<file path="config.mk">
export PLATFORM = sky130hd
export DESIGN_NAME = fan_cmd_mapper
export DESIGN_NICKNAME = d
export VERILOG_FILES = /design/src/rtl/fan_map_pkg.sv /design/src/rtl/fan_ctl_reg.sv /design/src/rtl/fan_delta_scale.sv /design/src/rtl/fan_cmd_select.sv /design/src/rtl/fan_cmd_mapper.sv
export SDC_FILE = /design/constraint.sdc
export NUM_CORES = 1
export LEC_CHECK = 0
export BUFFER_PORTS_ARGS = -buffer_cell sky130_fd_sc_hd__buf_2
export CORE_ASPECT_RATIO = 0.5
export CORE_MARGIN = 3
export CORE_UTILIZATION = 44
export DETAILED_ROUTE_END_ITERATION = 12
export PLACE_DENSITY = 0.75
export SETUP_SLACK_MARGIN = 0.1
export SYNTH_ARGS = -nofsm -noshare
export SYNTH_HDL_FRONTEND = slang
export SYNTH_SLANG_ARGS = --single-unit
</file>
<file path="constraint.sdc">
create_clock -name clk -period 1.7 [get_ports clk]
set_input_delay 0.085 -clock clk [delete_from_list [all_inputs] [get_ports clk]]
set_output_delay 0.085 -clock clk [all_outputs]
set_load 0.02 [all_outputs]
</file>
<file path="src/rtl/fan_map_pkg.sv">
package fan_map_pkg;

  localparam int TEMP_W   = 8;
  localparam int CMD_W    = 7;
  localparam int CMD_FULL = 32;
  localparam int MAN_MAX  = 64;
  localparam int REG_W    = 8;

  typedef enum logic [1:0] {
    SPAN_8    = 2'b00,
    SPAN_16   = 2'b01,
    SPAN_32   = 2'b10,
    SPAN_32_B = 2'b11
  } span_e;

  // Left shift applied to the excess in degrees; also right shift of full scale
  function automatic logic [1:0] span_shift(input span_e s);
    logic [1:0] r;
    case (s)
      SPAN_8:  r = 2'd2;
      SPAN_16: r = 2'd1;
      default: r = 2'd0;
    endcase
    return r;
  endfunction

endpackage

</file>
<file path="src/rtl/fan_ctl_reg.sv">
module fan_ctl_reg
  import fan_map_pkg::*;
#(
  parameter int DW = REG_W
) (
  input  logic          clk,
  input  logic          rst_n,
  input  logic          wr_en,
  input  logic [DW-1:0] wr_data,
  output logic [DW-1:0] rd_data,
  output span_e         span,
  output logic          tmo_dis,
  output logic          fb_cs,
  output logic          drv_ol
);

  span_e      span_q, span_d;
  logic [1:0] spare_q, spare_d;
  logic       tmo_q, tmo_d;
  logic       fb_q, fb_d;
  logic       drv_q, drv_d;

  // next state: top bit written low forces the span field back to its base code
  always_comb begin
    span_d  = span_q;
    spare_d = spare_q;
    tmo_d   = tmo_q;
    fb_d    = fb_q;
    drv_d   = drv_q;
    if (wr_en) begin
      if (wr_data[7]) span_d = span_e'(wr_data[6:5]);
      else            span_d = SPAN_8;
      spare_d = wr_data[4:3];
      tmo_d   = wr_data[2];
      fb_d    = wr_data[1];
      drv_d   = wr_data[0];
    end
  end

  always_ff @(posedge clk or negedge rst_n) begin
    if (!rst_n) begin
      span_q  <= SPAN_8;
      spare_q <= 2'b00;
      tmo_q   <= 1'b0;
      fb_q    <= 1'b0;
      drv_q   <= 1'b0;
    end else begin
      span_q  <= span_d;
      spare_q <= spare_d;
      tmo_q   <= tmo_d;
      fb_q    <= fb_d;
      drv_q   <= drv_d;
    end
  end

  assign rd_data = {1'b1, span_q, spare_q, tmo_q, fb_q, drv_q};
  assign span    = span_q;
  assign tmo_dis = tmo_q;
  assign fb_cs   = fb_q;
  assign drv_ol  = drv_q;

  // a write with the top bit low leaves 100 in bits 7:5
  a_r5_top_fix: assert property (@(posedge clk) disable iff (!rst_n)
    (wr_en && !wr_data[7]) |=> (rd_data[7:5] == 3'b100));

  // a write stores its low field one clock later
  a_r5_low_field: assert property (@(posedge clk) disable iff (!rst_n)
    wr_en |=> (rd_data[4:0] == $past(wr_data[4:0])));

endmodule

</file>
<file path="src/rtl/fan_delta_scale.sv">
module fan_delta_scale
  import fan_map_pkg::*;
#(
  parameter int TW    = TEMP_W,
  parameter int CW    = CMD_W,
  parameter int FULL  = CMD_FULL
) (
  input  logic          clk,
  input  logic          rst_n,
  input  logic          upd_en,
  input  span_e         span,
  input  logic [TW-1:0] t_rem,
  input  logic [TW-1:0] t_thr,
  output logic [CW-1:0] cmd_q
);

  localparam int DW = TW + 1;

  logic signed [DW-1:0] diff;
  logic [1:0]           sh;
  logic [DW-1:0]        lim;
  logic [CW-1:0]        cmd_nxt;
  logic [CW-1:0]        cmd_d;

  always_comb begin
    diff = $signed({t_rem[TW-1], t_rem}) - $signed({t_thr[TW-1], t_thr});
    sh   = span_shift(span);
    lim  = DW'(FULL) >> sh;
    if (diff[DW-1] || (diff == '0))
      cmd_nxt = '0;
    else if ($unsigned(diff) >= lim)
      cmd_nxt = CW'(FULL);
    else
      cmd_nxt = diff[CW-1:0] << sh;
    // clock enable: frozen while the thermal loop is open
    cmd_d = upd_en ? cmd_nxt : cmd_q;
  end

  always_ff @(posedge clk or negedge rst_n) begin
    if (!rst_n) cmd_q <= '0;
    else        cmd_q <= cmd_d;
  end

  // command never exceeds full scale
  a_r3_cap: assert property (@(posedge clk) disable iff (!rst_n)
    cmd_q <= CW'(FULL));

  // no update while enable is low
  a_r8_hold: assert property (@(posedge clk) disable iff (!rst_n)
    !upd_en |=> $stable(cmd_q));

  // no excess means zero command
  a_r2_zero: assert property (@(posedge clk) disable iff (!rst_n)
    (upd_en && ($signed(t_rem) <= $signed(t_thr))) |=> (cmd_q == '0));

endmodule

</file>
<file path="src/rtl/fan_cmd_select.sv">
module fan_cmd_select
  import fan_map_pkg::*;
#(
  parameter int CW   = CMD_W,
  parameter int IW   = 8,
  parameter int MMAX = MAN_MAX
) (
  input  logic          clk,
  input  logic          rst_n,
  input  logic          drv_ol,
  input  logic          open_req,
  input  logic          man_we,
  input  logic [IW-1:0] man_wdata,
  input  logic [CW-1:0] map_cmd,
  output logic          thermal_open,
  output logic [CW-1:0] speed_cmd
);

  logic [CW-1:0] man_q, man_d, man_cap;

  always_comb begin
    man_cap = (man_wdata > IW'(MMAX)) ? CW'(MMAX) : man_wdata[CW-1:0];
    man_d   = man_we ? man_cap : man_q;
  end

  always_ff @(posedge clk or negedge rst_n) begin
    if (!rst_n) man_q <= '0;
    else        man_q <= man_d;
  end

  assign thermal_open = drv_ol | open_req;
  assign speed_cmd    = thermal_open ? man_q : map_cmd;

  // stored manual value stays within range
  a_r9_man_cap: assert property (@(posedge clk) disable iff (!rst_n)
    man_q <= CW'(MMAX));

  // open-loop drive always opens the thermal loop
  a_r7_drv_opens: assert property (@(posedge clk) disable iff (!rst_n)
    drv_ol |-> thermal_open);

endmodule

</file>
<file path="src/rtl/fan_cmd_mapper.sv">
module fan_cmd_mapper
  import fan_map_pkg::*;
(
  input  logic             clk,
  input  logic             rst_n,
  input  logic             cfg_we,
  input  logic [REG_W-1:0] cfg_wdata,
  output logic [REG_W-1:0] cfg_rdata,
  input  logic             man_we,
  input  logic [7:0]       man_wdata,
  input  logic             loop_open_req,
  input  logic [TEMP_W-1:0] temp_remote,
  input  logic [TEMP_W-1:0] temp_limit,
  output logic [CMD_W-1:0] speed_cmd,
  output logic             bus_tmo_dis,
  output logic             fb_cur_sense,
  output logic             drv_open_loop,
  output logic             thermal_open
);

  span_e            span;
  logic [CMD_W-1:0] map_cmd;
  logic             drv_ol;

  fan_ctl_reg #(.DW(REG_W)) u_reg (
    .clk     (clk),
    .rst_n   (rst_n),
    .wr_en   (cfg_we),
    .wr_data (cfg_wdata),
    .rd_data (cfg_rdata),
    .span    (span),
    .tmo_dis (bus_tmo_dis),
    .fb_cs   (fb_cur_sense),
    .drv_ol  (drv_ol)
  );

  fan_delta_scale #(.TW(TEMP_W), .CW(CMD_W), .FULL(CMD_FULL)) u_scale (
    .clk    (clk),
    .rst_n  (rst_n),
    .upd_en (!thermal_open),
    .span   (span),
    .t_rem  (temp_remote),
    .t_thr  (temp_limit),
    .cmd_q  (map_cmd)
  );

  fan_cmd_select #(.CW(CMD_W), .IW(8), .MMAX(MAN_MAX)) u_sel (
    .clk          (clk),
    .rst_n        (rst_n),
    .drv_ol       (drv_ol),
    .open_req     (loop_open_req),
    .man_we       (man_we),
    .man_wdata    (man_wdata),
    .map_cmd      (map_cmd),
    .thermal_open (thermal_open),
    .speed_cmd    (speed_cmd)
  );

  assign drv_open_loop = drv_ol;

  // top register bit reads one at all times
  a_r5_top_one: assert property (@(posedge clk) disable iff (!rst_n)
    cfg_rdata[7]);

endmodule

</file>
==> tab_implementation.tex <==
\begin{tabular}{lr}
\hline
Metric & Value \\
\hline
\multicolumn{2}{l}{\textbf{Place}} \\
Detailed placement HPWL & 2730 um \\
IO buf count & 54 \\
Routability congestion estimate from global placement & 0.802 \\
Pre-CTS setup slack & -601 ps \\
\multicolumn{2}{l}{\textbf{Logic synthesis}} \\
Top cells by instance count after synthesis & nand2\_1 (27), dfrtp\_1 (21), inv\_1 (17), o21ai\_0 (15), nor2\_1 (12) \\
Share of synthesized flip-flops with an asynchronous set or reset & 1.00 \\
Most repeated cell in the gate-level netlist after synthesis & nand2\_1 \\
Cell area after technology mapping & 1510 um\^{}2 \\
Synthesis-stage register bit count & 21 \\
Avg Inst Size Synth & 8.62 um\^{}2 \\
Cell type with the largest total area after synthesis & dfrtp\_1 \\
Synthesized instance count & 175 \\
Proportion of synthesized chip area in sequential cells & 0.349 \\
Number of flops mapped to enable cells by yosys & 0 \\
Yosys warns & 0 \\
Area fraction of the dominant cell type after synthesis & 0.349 \\
Post-synth cell types & 42 \\
Synth Flop Type & dfrtp\_1 \\
Cells taking the most area after synthesis & dfrtp\_1 (35\%), ha\_1 (8.3\%), nand2\_1 (6.7\%) \\
\multicolumn{2}{l}{\textbf{Global routing}} \\
Initial antenna violation count & 0 \\
Global-route wire length before repair & 5180 um \\
Largest net degree at the start of global routing & 22 \\
Number of global-route vias before repair & 1208 \\
Overflow left after global routing & 0 \\
Overall fraction of global-route tracks in use & 0.159 \\
\multicolumn{2}{l}{\textbf{Timing}} \\
Number of hold-slack violations in the final timing report & 0 \\
RSZ-0062 raised after global routing & true \\
Number of max-slew violations in the final report & 0 \\
Shortest period the worst path allows & 1910 ps \\
Setup clock skew after layout & 2.24 ps \\
Highest clock frequency the design can meet & 523 MHz \\
Crit share post-route & 1.12 \\
Final setup slack of the worst path & -211 ps \\
Total of endpoints with negative setup slack in the final report & 7 \\
\multicolumn{2}{l}{\textbf{Min path}} \\
Worst hold-check path type & in2reg \\
Worst hold path depth & 3 \\
\multicolumn{2}{l}{\textbf{Die}} \\
Starting Density & 0.481 \\
Std cell rows & 14 \\
Floorplan die height & 47.4 um \\
Overall die area & 4210 um\^{}2 \\
Total I/O pin count & 56 \\
Area of the core region & 3140 um\^{}2 \\
Die W & 88.8 um \\
\multicolumn{2}{l}{\textbf{Setup path}} \\
Kind of start point of the critical path & primary input \\
Worst Reg2Reg Path Length in Cells & 6 \\
Endpoint class of the critical path & flip-flop \\
Required time of the worst setup path & 1830 ps \\
Critical path class & in2reg \\
Critical path data arrival time & 2040 ps \\
Top fanout value on the critical path & 2 \\
\multicolumn{2}{l}{\textbf{Power}} \\
Total power divided by cell area & 741 nW/um\^{}2 \\
Leak pwr & 1.04 nW \\
Reg power frac & 0.374 \\
Psw & 513 uW \\
Logic pwr share & 0.420 \\
Switching power share of the total & 0.337 \\
Worst IR Drop VDD & 0.317 mV \\
Internal power contribution & 1.01 mW \\
Relative contribution of the clock network to total power & 0.206 \\
\multicolumn{2}{l}{\textbf{CTS}} \\
Clock Pin Slew Worst Setup and Hold Paths & 70 ps \\
Maximum root-to-sink buffer count & 2 \\
Clock Root Buffer & clkbuf\_8 \\
H-Tree Level Count & 1 \\
\# clock sinks & 21 \\
Clock buffer count from CTS & 3 \\
Skew-Pair Late Insertion Delay & 250 ps \\
Clock tree from TritonCTS & built \\
\multicolumn{2}{l}{\textbf{Run status}} \\
Outcome & complete, but fails checks \\
Violations in the final reports & negative setup slack \\
\multicolumn{2}{l}{\textbf{Routing}} \\
First-pass detailed-route iteration total & 4 \\
Post-DRT Antenna Nets & 0 \\
Final wirelength & 3310 um \\
Average detailed-routed wire length per instance & 11.7 um \\
Via density per instance & 4.97 \\
Post-route DRC & 0 \\
Total via count in the routed design & 1407 \\
Number of DRC violations after detailed-routing iteration 0 & 58 \\
\multicolumn{2}{l}{\textbf{Final layout}} \\
Post-route core utilization & 0.654 \\
Synthesis-to-finish area growth & 36.0\% \\
Number of nets in the layout & 292 \\
Proportion of layout cells with a drive suffix above 1 & 0.383 \\
Number of antenna repair diodes & 0 \\
\multicolumn{2}{l}{\textbf{Flow run}} \\
Max Cap Viol & 0 \\
\hline
\end{tabular}
==> critical path: stages <==
cell and delay, ps:
buf_8 80, inv_8 30, ha_4 150, fa_2 380
xnor2_2 190, ha_1 260, o211a_1 240, o311ai_4 280
nor4b_2 260, o31ai_1 100
==> timing repair <==
action	in CTS	in global routing
hold buffers	1	0
setup endpoints to repair	9	8
endpoints found under the hold margin	21	0
pin swaps	11	1
resized for setup	7	3
buffers inserted	0	1
==> through the flow <==
stage / instances / TNS, ps / instance area [um^2] / hold WS, ps / power [mW]
3_5_place_dp: 277 / -4010 / 1950 / 63.6 / 1.20
2_1_floorplan: 176 / -2400 / 1560 / -211 / 0.984
5_1_grt: 283 / -1960 / 2050 / 56.1 / 1.63
3_3_place_gp: 277 / -3710 / 1950 / 52.5 / 1.18
6_report: 283 / -1170 / 2050 / 52.0 / 1.52
4_1_cts: 282 / -1300 / 2030 / 50.5 / 1.53
==> cell usage in the layout, fill, tap and decap left out, types with 2 or more instances in the layout <==
master,Yosys,layout
a21oi_1,8,8
mux2i_1,2,2
conb_1,1,2
buf_4,4,15
nand2b_1,3,3
o21ai_0,15,15
nand2_1,27,27
a211oi_1,4,3
ha_4,0,2
ha_1,10,8
xor2_1,3,3
inv_1,17,16
nand3_1,8,8
o21ai_1,5,4
nor2_1,12,11
buf_6,0,2
dfrtp_1,21,21
buf_2,1,52
mux2_2,5,5
clkinv_1,3,2
clkbuf_8,0,3
==> worst paths after layout <==
kind                             startpoint               end  slack, ps
setup / recovery             temp_remote[0]  u_scale.cmd_q[5]       -210
hold / removal                 man_wdata[5]    u_sel.man_q[5]         50
setup reg to reg              u_reg.span[1]  u_scale.cmd_q[5]        110
hold reg to reg            u_scale.cmd_q[6]  u_scale.cmd_q[6]        500
max in group asynchronous             rst_n  u_reg.spare_q[0]       1080
min in group asynchronous             rst_n    u_sel.man_q[4]        310
==> kinds of logic after synthesis <==
kind of cell / count (synthesis) / share of synthesized area
simple gates: 57 / 0.187
fa+ha+maj: 11 / 0.0963
xor+xnor: 5 / 0.0340
compound gates: 45 / 0.201
other cells: 1 / 0.00249
buf+inv: 28 / 0.0805
flops: 21 / 0.349
mux: 7 / 0.0506
==> power by group through the flow <==
stage               registers [mW]  clock network [mW]  logic (mW)
floorplan                    0.590                   0       0.394
global placement             0.572                   0       0.609
detailed placement           0.576                   0       0.625
CTS                          0.567               0.325       0.636
global route                 0.572               0.352       0.707
finish                       0.568               0.314       0.638
==> layer usage <==
layer	up-vias	routed length (um)	part of all wire	global-route usage
met3	2	188	0.057	0.0263
met4	0	12	0.0036	0.0271
met1	630	1590	0.48	0.205
met5	-	0	0	0
met2	38	1510	0.46	0.292
li1	737	-	-	-
==> cell type report <==
cell class	count	area, um^2
Multi-Input combinational cell	127	926
Sequential cell	21	526
Fill cell	258	1080
Inverter	20	83.8
Timing Repair Buffer	71	420
Clock buffer	4	45.0
Tap cell	40	50.0
==> flip-flops by register name, summed over array words and instances, names as in the netlist <==
register,flops
u_reg.drv_ol,1
u_reg.span,2
u_reg.tmo_dis,1
u_scale.cmd_q,7
u_reg.fb_cs,1
u_reg.spare_q,2
u_sel.man_q,7
Note: power is estimated with default switching activity, not from simulation.
